<file path="config.mk">
export PLATFORM = sky130hd
export DESIGN_NAME = dac_chain_loader
export DESIGN_NICKNAME = d
export VERILOG_FILES = /design/src/rtl/dcl_pkg.sv /design/src/rtl/dcl_datapath.sv /design/src/rtl/dcl_control.sv /design/src/rtl/dac_chain_loader.sv
export SDC_FILE = /design/constraint.sdc
export NUM_CORES = 1
export LEC_CHECK = 0
export ABC_AREA = 1
export CAP_MARGIN = 40
export CORE_AREA = 4 4 126 128
export CTS_BUF_LIST = sky130_fd_sc_hd__clkbuf_8
export CTS_CLUSTER_SIZE = 14
export DETAILED_ROUTE_END_ITERATION = 8
export DIE_AREA = 0 0 130 132
export PLACE_DENSITY_LB_ADDON = 0.2
export SYNTH_ARGS = -nofsm -noshare
export SYNTH_HDL_FRONTEND = slang
export SYNTH_SLANG_ARGS = --single-unit
</file>
<file path="constraint.sdc">
create_clock -name clk -period 1.6 [get_ports clk]
set_clock_uncertainty 0.05 [all_clocks]
set_input_delay 0.32 -clock clk [delete_from_list [all_inputs] [get_ports clk]]
set_output_delay 0.32 -clock clk [all_outputs]
set_load 0.02 [all_outputs]
</file>
<file path="src/rtl/dcl_pkg.sv">
package dcl_pkg;

  typedef enum logic [2:0] {
    ST_IDLE,
    ST_FRAME,
    ST_SETTLE,
    ST_UPDATE,
    ST_DONE
  } seqState_t;

  typedef struct packed {
    logic wrEn;
    logic capture;
    logic shift;
  } dpStrobe_t;

endpackage

</file>
<file path="src/rtl/dcl_datapath.sv">
module dcl_datapath
  import dcl_pkg::*;
#(
  parameter int NUM_CH = 4,
  parameter int WORD_W = 16,
  parameter int IDX_W  = (NUM_CH > 1) ? $clog2(NUM_CH) : 1
) (
  input  logic              clk,
  input  logic              rstN,
  input  dpStrobe_t         stb,
  input  logic [IDX_W-1:0]  ldIndex,
  input  logic [WORD_W-1:0] ldData,
  output logic              sdin
);

  localparam int TOTAL = NUM_CH * WORD_W;

  logic [WORD_W-1:0] wordBank [NUM_CH];
  logic [TOTAL-1:0]  flatWords;
  logic [TOTAL-1:0]  shiftReg;

  // one register per channel, written by index
  for (genvar ch = 0; ch < NUM_CH; ch++) begin : g_bank
    always_ff @(posedge clk) begin
      if (!rstN) begin
        wordBank[ch] <= '0;
      end else if (stb.wrEn && (32'(ldIndex) == ch)) begin
        wordBank[ch] <= ldData;
      end
    end
    // highest channel lands at the top so it leaves first
    assign flatWords[ch*WORD_W +: WORD_W] = wordBank[ch];
  end

  always_ff @(posedge clk) begin
    if (!rstN) begin
      shiftReg <= '0;
    end else if (stb.capture) begin
      shiftReg <= flatWords;
    end else if (stb.shift) begin
      shiftReg <= {shiftReg[TOTAL-2:0], 1'b0};
    end
  end

  assign sdin = shiftReg[TOTAL-1];

  // a frame never loads and advances in the same cycle
  a_r3_capture_shift_exclusive: assert property (@(posedge clk) disable iff (!rstN)
    $onehot0({stb.capture, stb.shift}));

  // the bank is never written while a frame is shifting
  a_r8_no_write_while_shifting: assert property (@(posedge clk) disable iff (!rstN)
    stb.shift |-> !stb.wrEn);

endmodule

</file>
<file path="src/rtl/dcl_control.sv">
module dcl_control
  import dcl_pkg::*;
#(
  parameter int NUM_CH        = 4,
  parameter int WORD_W        = 16,
  parameter int SCLK_HALF     = 13,
  parameter int UPD_CYC       = 13,
  parameter int CLK_PERIOD_NS = 8,
  parameter int MIN_SCLK_NS   = 200,
  parameter int MIN_UPD_NS    = 100
) (
  input  logic      clk,
  input  logic      rstN,
  input  logic      ldValid,
  input  logic      start,
  output dpStrobe_t stb,
  output logic      ldReady,
  output logic      busy,
  output logic      done,
  output logic      frameN,
  output logic      sclk,
  output logic      updateN
);

  localparam int TOTAL = NUM_CH * WORD_W;
  localparam int BIT_W = (TOTAL > 1) ? $clog2(TOTAL) : 1;
  localparam int HC_W  = (SCLK_HALF > 1) ? $clog2(SCLK_HALF) : 1;
  localparam int UC_W  = (UPD_CYC > 1) ? $clog2(UPD_CYC) : 1;
  localparam logic [BIT_W-1:0] BIT_LAST = BIT_W'(TOTAL - 1);
  localparam logic [HC_W-1:0]  HC_LAST  = HC_W'(SCLK_HALF - 1);
  localparam logic [UC_W-1:0]  UC_LAST  = UC_W'(UPD_CYC - 1);

  seqState_t        state;
  logic [HC_W-1:0]  halfCnt;
  logic [BIT_W-1:0] bitCnt;
  logic [UC_W-1:0]  updCnt;
  logic             phaseLow;
  logic             halfEnd;
  logic             lastBit;

  assign halfEnd = (halfCnt == HC_LAST);
  assign lastBit = (bitCnt == BIT_LAST);

  always_ff @(posedge clk) begin
    if (!rstN) begin
      state    <= ST_IDLE;
      halfCnt  <= '0;
      bitCnt   <= '0;
      updCnt   <= '0;
      phaseLow <= 1'b0;
    end else begin
      unique case (state)
        ST_IDLE: begin
          if (start) begin
            state    <= ST_FRAME;
            halfCnt  <= '0;
            bitCnt   <= '0;
            phaseLow <= 1'b0;
          end
        end
        ST_FRAME: begin
          if (halfEnd) begin
            halfCnt <= '0;
            if (!phaseLow) begin
              phaseLow <= 1'b1;
            end else begin
              phaseLow <= 1'b0;
              if (lastBit) state <= ST_SETTLE;
              else         bitCnt <= bitCnt + 1'b1;
            end
          end else begin
            halfCnt <= halfCnt + 1'b1;
          end
        end
        ST_SETTLE: begin
          state  <= ST_UPDATE;
          updCnt <= '0;
        end
        ST_UPDATE: begin
          if (updCnt == UC_LAST) state <= ST_DONE;
          else                   updCnt <= updCnt + 1'b1;
        end
        ST_DONE:  state <= ST_IDLE;
        default:  state <= ST_IDLE;
      endcase
    end
  end

  always_comb begin
    stb         = '0;
    stb.wrEn    = ldValid && (state == ST_IDLE);
    stb.capture = start && (state == ST_IDLE);
    stb.shift   = (state == ST_FRAME) && phaseLow && halfEnd && !lastBit;
  end

  assign ldReady = (state == ST_IDLE);
  assign busy    = (state != ST_IDLE);
  assign done    = (state == ST_DONE);
  assign frameN  = (state != ST_FRAME);
  assign updateN = (state != ST_UPDATE);
  assign sclk    = !((state == ST_FRAME) && phaseLow);

  // ---- observation counters for the timing-limit properties ----
  logic        sclkQ, updQ, seenFall;
  logic [15:0] fallGap, updLow;
  logic        sclkFall, updRise;

  assign sclkFall = sclkQ && !sclk;
  assign updRise  = !updQ && updateN;

  always_ff @(posedge clk) begin
    if (!rstN) begin
      sclkQ    <= 1'b1;
      updQ     <= 1'b1;
      seenFall <= 1'b0;
      fallGap  <= '0;
      updLow   <= '0;
    end else begin
      sclkQ <= sclk;
      updQ  <= updateN;
      if (sclkFall) begin
        seenFall <= 1'b1;
        fallGap  <= 16'd1;
      end else if (fallGap != 16'hFFFF) begin
        fallGap <= fallGap + 1'b1;
      end
      if (!updateN) updLow <= updLow + 1'b1;
      else          updLow <= '0;
    end
  end

  // falling-edge to falling-edge spacing meets the bit-clock limit
  a_r9_sclk_period: assert property (@(posedge clk) disable iff (!rstN)
    (sclkFall && seenFall) |-> (32'(fallGap) * CLK_PERIOD_NS >= MIN_SCLK_NS));

  // the update strobe is at least the minimum width
  a_r9_update_width: assert property (@(posedge clk) disable iff (!rstN)
    updRise |-> (32'(updLow) * CLK_PERIOD_NS >= MIN_UPD_NS));

  // bit clock parked high outside the frame
  a_r5_sclk_idle_high: assert property (@(posedge clk) disable iff (!rstN)
    frameN |-> sclk);

  // strobe never overlaps the frame, and follows its end by one cycle
  a_r6_update_outside_frame: assert property (@(posedge clk) disable iff (!rstN)
    !updateN |-> frameN);
  a_r6_update_after_frame: assert property (@(posedge clk) disable iff (!rstN)
    $rose(frameN) |=> !updateN);

  // done lasts one cycle and comes right after the strobe ends
  a_r7_done_single: assert property (@(posedge clk) disable iff (!rstN)
    done |=> !done);
  a_r7_done_after_update: assert property (@(posedge clk) disable iff (!rstN)
    done |-> $past(!updateN));

  // a sequence begins only from a start seen while idle
  a_r8_busy_from_start: assert property (@(posedge clk) disable iff (!rstN)
    $rose(busy) |-> $past(start && ldReady));

endmodule

</file>
<file path="src/rtl/dac_chain_loader.sv">
module dac_chain_loader
  import dcl_pkg::*;
#(
  parameter int NUM_CH        = 4,
  parameter int WORD_W        = 16,
  parameter int SCLK_HALF     = 13,
  parameter int UPD_CYC       = 13,
  parameter int CLK_PERIOD_NS = 8,
  parameter int MIN_SCLK_NS   = 200,
  parameter int MIN_UPD_NS    = 100,
  parameter int IDX_W         = (NUM_CH > 1) ? $clog2(NUM_CH) : 1
) (
  input  logic              clk,
  input  logic              rstN,
  input  logic              ldValid,
  input  logic [IDX_W-1:0]  ldIndex,
  input  logic [WORD_W-1:0] ldData,
  output logic              ldReady,
  input  logic              start,
  output logic              busy,
  output logic              done,
  output logic              frameN,
  output logic              sclk,
  output logic              sdin,
  output logic              updateN
);

  dpStrobe_t stb;

  dcl_control #(
    .NUM_CH(NUM_CH), .WORD_W(WORD_W), .SCLK_HALF(SCLK_HALF), .UPD_CYC(UPD_CYC),
    .CLK_PERIOD_NS(CLK_PERIOD_NS), .MIN_SCLK_NS(MIN_SCLK_NS), .MIN_UPD_NS(MIN_UPD_NS)
  ) ctl_i (
    .clk(clk), .rstN(rstN), .ldValid(ldValid), .start(start), .stb(stb),
    .ldReady(ldReady), .busy(busy), .done(done), .frameN(frameN),
    .sclk(sclk), .updateN(updateN)
  );

  dcl_datapath #(
    .NUM_CH(NUM_CH), .WORD_W(WORD_W), .IDX_W(IDX_W)
  ) dp_i (
    .clk(clk), .rstN(rstN), .stb(stb), .ldIndex(ldIndex), .ldData(ldData), .sdin(sdin)
  );

endmodule

</file>
### Word-level counts from Yosys, hierarchy flattened

Memories as Yosys holds them, arrays and structs flattened.
Cells that the tools add are included.

* latch bits: 0
* bits in read-only memories: 0
* word-level logic and storage cells: 94
* register bits: 82
* output and inout bits: 7
* bits in writable memories: 64
* input bits: 22
* memories: 1

* shifts and indexed selects: 0
* div/mod/pow operators: 0
* equality and inequality tests: 19
* $add $sub $neg: 3
* mux-type cells: 39
* order comparisons: 0
* reductions and logical operators: 22
* bitwise gates (word level): 4
* multiply operators: 0

Memory list
* dp_i.wordBank: depth 4, width 16, rd ports 4, clocked after Yosys merged registers in 0, write ports 4, RTL line dcl_datapath.sv:18 `logic [WORD_W-1:0] wordBank [NUM_CH];`

Operators with widths (number)
* 2-to-1 mux 64 bit: 2
* 2-to-1 mux 16 bit: 4
* 2-to-1 mux 6 bit: 4
* 2-to-1 mux 1 bit: 16
* case mux 4 bit (2 select lines): 2
* 2-to-1 mux 3 bit: 5
* 2-to-1 mux 4 bit: 3
* case mux 3 bit (4 select lines): 1
* case mux 6 bit (2 select lines): 1
* != test 2 x 1 -> 1 bit, second input constant: 5
* AND reduction 5 bit: 2
* logical AND 1 bit: 9
* adder 4 x 1 -> 4 bit, second input constant: 2
* equality test 4 bit, second input constant: 2
* adder 6 x 1 -> 6 bit, second input constant: 1
* equality test 3 x 2 -> 1 bit, second input constant: 2
* equality test 6 bit, second input constant: 1
* nonzero test 2 bit: 3
* equality test 2 bit, second input constant: 2
* != test 2 bit, second input constant: 2
* OR 1 bit: 4
* AND reduction 2 bit: 2
* equality test 3 x 1 -> 1 bit, second input constant: 1
* equality test 3 bit, second input constant: 1
* other kinds (9): 10

### Longest topological paths before layout

Gate-level depths: netlist (run 1).

* word-level depth: 7
* depth in mapped cells: 10
* mapped depth without buffers: 10

### By module

Synthesis (run 1) repeated with hierarchy kept, for this count alone.

* cells, all modules: 807
* area total of the unflattened synthesis: 6540.0 um^2

Modules (own cells, without submodules)
* dcl_datapath: instances 1, cells each 647, area each 5434.0 um^2
* dcl_control: instances 1, cells each 160, area each 1106.1 um^2

### Least setup slack after synthesis (run 1)

Ideal clock, no wire load.

* kind: register -> register
* start point: register ctl_i.state[0]
* end point: memory dp_i.wordBank[1][0] (enable)
* arrival: 1.480 ns
* required time: 1.216 ns
* path slack: -0.264 ns
* stages on the path, launching flop included: 7
* cells stage by stage: dfxtp_1 > nor2_2 > nand2_1 > inv_2 > nand2_2 > nor3_2 > or2_2

RTL lines
* start, declared: RTL line dcl_control.sv:33 `seqState_t state;`
* start signal, assigned: RTL line dcl_control.sv:46 `state <= ST_IDLE;`
* start signal, assigned: RTL line dcl_control.sv:55 `state <= ST_FRAME;`
* start signal, assigned: RTL line dcl_control.sv:68 `if (lastBit) state <= ST_SETTLE;`
* end, declared: RTL line dcl_datapath.sv:18

==> results.yml, run 1 <==
worst_hold_path:
  hold_start: "dp_i.shiftReg[2]"
  min_to: "dp_i.shiftReg[2]"
  holdCritPathClass: "flip-flop to flip-flop"
  min_path_cells: 2
placed_design:
  gp_congestion: 0.794
  numPortBuffers: 28
  hpwl_mm: 10.1
  dp_slack_ns: -0.316
  placed_area_mm2: 0.00741
detailed_routing:
  postRouteWirelength_mm: 17.4
  ant_nets: 0
  firstDrtPassIters: 5
  wl_per_cell_um: 15.9
  via_count: 5649
  drc: 0
  first_iter_violations: 438
  via_per_inst: 5.15
die:
  fp.dieH_um: 132
  rows: 45
  floorplan.initialDensity_pct: 43.9
  ios: 29
  core_mm2: 0.0149
  fp.dieW_um: 130
  die_area_mm2: 0.0172
pwr:
  power_frac_seq_pct: 45.4
  p_clk_share_pct: 34.4
  p_switching_w: 0.00260
  switching_share_pct: 28.3
  intPower_w: 0.00660
  power_frac_comb_pct: 20.3
  total_power_w: 0.00921
  p_leak_nw: 3.55
  power_density_mw_per_mm2: 1070
  ir_worst_vdd_mv: 0.525
yosys:
  yosysTopAreaCellShare_pct: 29.5
  yosys_warnings: 0
  synth_commonest_cells: "296 x nand2_1, 86 x nor2_1, 83 x nand3_1"
  synth-edff-count: 64
  synth.distinct_cells: 27
  synth.most_common_cell: "nand2_1"
  avgSynthCellArea_um2: 7.98
  ys_top_cells_by_area: "edfxtp_1 29%, dfxtp_1 25%, nand2_1 17%, nand3_1 6.4%, a21oi_1 5.9%"
  synth_cells: 817
  yosysSeqAreaShare_pct: 54.6
  yosysTopAreaCell: "edfxtp_1"
  synth_seq_cells: 146
  synthesis.area_mm2: 0.00652
  syn_nets: 844
  synthArstFlopShare_pct: 0
  synthFlopType: "dfxtp_1"
grt:
  grt_pass1_wl_mm: 25.7
  grtUsageTotal_pct: 19.0
  antenna_found_initial: 0
  grt_pass1_vias: 5099
  grt_max_degree: 68
  grt_overflow: 0
run_status:
  outcome: "finished with violations"
  violations: "setup timing"
timing:
  finalCritPeriodShare_pct: 103
  setup_ws_ns: -0.0408
  finalCriticalPeriod_ns: 1.64
  hold_viol_final: 0
  maxSlewHeadroom_pct: 76.7
  setup_viol: 83
  grt_setup_unrepaired: "true"
  slew_viol_final: 0
  worstMarginPinSlew_ns: 0.349
  max_freq_mhz: 609
clock_tree:
  clkLatencyLatePin_ns: 0.45
  path_clk_slew_ns: 0.08
  hold_buffers: 0
  cts-root-buf: "clkbuf_8"
  cts_tree: "done"
  numClockSinks: 146
  cts_buffers: 17
  htreeDepth: 4
  clock_path_buffers: 2
worst_setup_path:
  worstSetupStartpointType: "flip-flop"
  required_ns: 1.70
  crit_type: "flip-flop to flip-flop"
  cp.arrival_ns: 1.74
  endpoint_kind: "flip-flop"
  reg2reg_depth: 6
  rrSetupSlack_ns: -0.04
  crit_start: "ctl_i.state[2]"
  rr_endpoint: "dp_i.wordBank[1][12]"
  crit_fanout: 8
  r2r-start: "ctl_i.state[2]"
final_layout:
  diodes: 0
  drive_above_1_share_pct: 21.3
  stdcell_area_mm2: 0.00859
  fillers: 1312
  syn_to_final_growth_pct: 31.7
  finalNetCount: 922
run:
  timing.max_cap.violations: 0
[sequential cells by signal, summed over array words and instances (netlist names)]
name            cells
ctl_i.halfCnt       4
ctl_i.phaseLow      1
dp_i.shiftReg      64
dp_i.wordBank      64
ctl_i.state         3
ctl_i.updCnt        4
ctl_i.bitCnt        6
[worst max-delay path: stages (launching register included)]
cell,delay [ns]
dfxtp_4,0.38
nor2_4,0.15
nand2_4,0.08
inv_6,0.09
nand2_8,0.07
nor3_4,0.26
or2_4,0.27
[layout by cell type (no fill, tap or decap), types with 18 or more instances in the layout]
cell type        netlist  layout
nor2_4                 1      21
dfxtp_1               82      77
nor2_1                86      55
nand3_1               83      82
clkdlybuf4s50_1        0      21
buf_4                 11      43
nand2_1              296     293
clkbuf_8               0      18
a21oi_1               77      68
edfxtp_1              64      64
inv_1                 43      40
[cell type report]
type,instances,area (um2),share of cell area [%]
Clock buffer,18,248,2.89
Clock inverter,14,188,2.19
Inverter,47,194,2.26
Multi-Input combinational cell,580,2900,33.8
Sequential cell,146,3570,41.6
Tap cell,188,235,2.74
Timing Repair Buffer,103,1240,14.5
[per-layer routing]
layer | part of all wire (%) | wire length, um | GRT usage, % | up-vias
li1 | - | - | - | 2793
met1 | 45 | 7790 | 25.7 | 2697
met2 | 49 | 8590 | 30.8 | 144
met3 | 4.8 | 833 | 3.53 | 15
met4 | 1.3 | 223 | 6.24 | 0
met5 | 0 | 0 | 0 | -
[what timing repair did]
action,4_1_cts,5_1_grt
buffers inserted,7,6
gates resized for setup,72,72
gates cloned,4,8
endpoints found under the setup margin,122,170
pin swaps,10,17
[worst max path at each step]
stage	cells after the start	slack (ns)	to
final	6	-0.04	dp_i.wordBank[1][12]
after global routing	6	-0.12	dp_i.wordBank[1][12]
after CTS	5	-0.10	sclk
after detailed placement	4	-0.32	dp_i.wordBank[0][5]
after global placement	4	-0.31	dp_i.wordBank[0][6]
after floorplan	9	0.02	ctl_i.bitCnt[2]
[kinds of logic (layout without fill, tap and decap cells)]
| family | after synthesis | after routing | share of synthesized area, % |
|---|---|---|---|
| simple gates | 490 | 494 | 31.4 |
| flops | 146 | 146 | 54.6 |
| buf+inv | 95 | 182 | 6.70 |
| compound gates | 79 | 79 | 6.06 |
| fa+ha+maj | 5 | 5 | 0.959 |
| xor+xnor | 2 | 2 | 0.269 |
[power groups by stage]
stage | sequential, W | clock [W] | combinational [W]
2_1_floorplan | 0.00424 | 0 | 0.000899
3_3_place_gp | 0.00425 | 0 | 0.00141
3_5_place_dp | 0.00426 | 0 | 0.00144
4_1_cts | 0.00418 | 0.00321 | 0.00159
5_1_grt | 0.00420 | 0.00336 | 0.00202
6_report | 0.00418 | 0.00316 | 0.00187
[metrics by stage]
step | cells | TNS (ns) | utilization (%) | hold slack [ns]
after CTS | 1082 | -0.740 | 54.3 | 0.434
after detailed placement | 1039 | -38.94 | 49.8 | 0.422
after global placement | 1039 | -37.26 | 49.8 | 0.417
final | 1096 | -1.50 | 57.8 | 0.432
after global routing | 1096 | -11.78 | 57.8 | 0.448
after floorplan | 817 | 0 | - | 0.393
(Power assumes the default switching activity.)
==> inputs of run 2 (changes only) <==
- HOLD_SLACK_MARGIN: unset -> 0.12
==> results of run 2 <==
Final layout, timing and power as in run 1 (identical DEF).
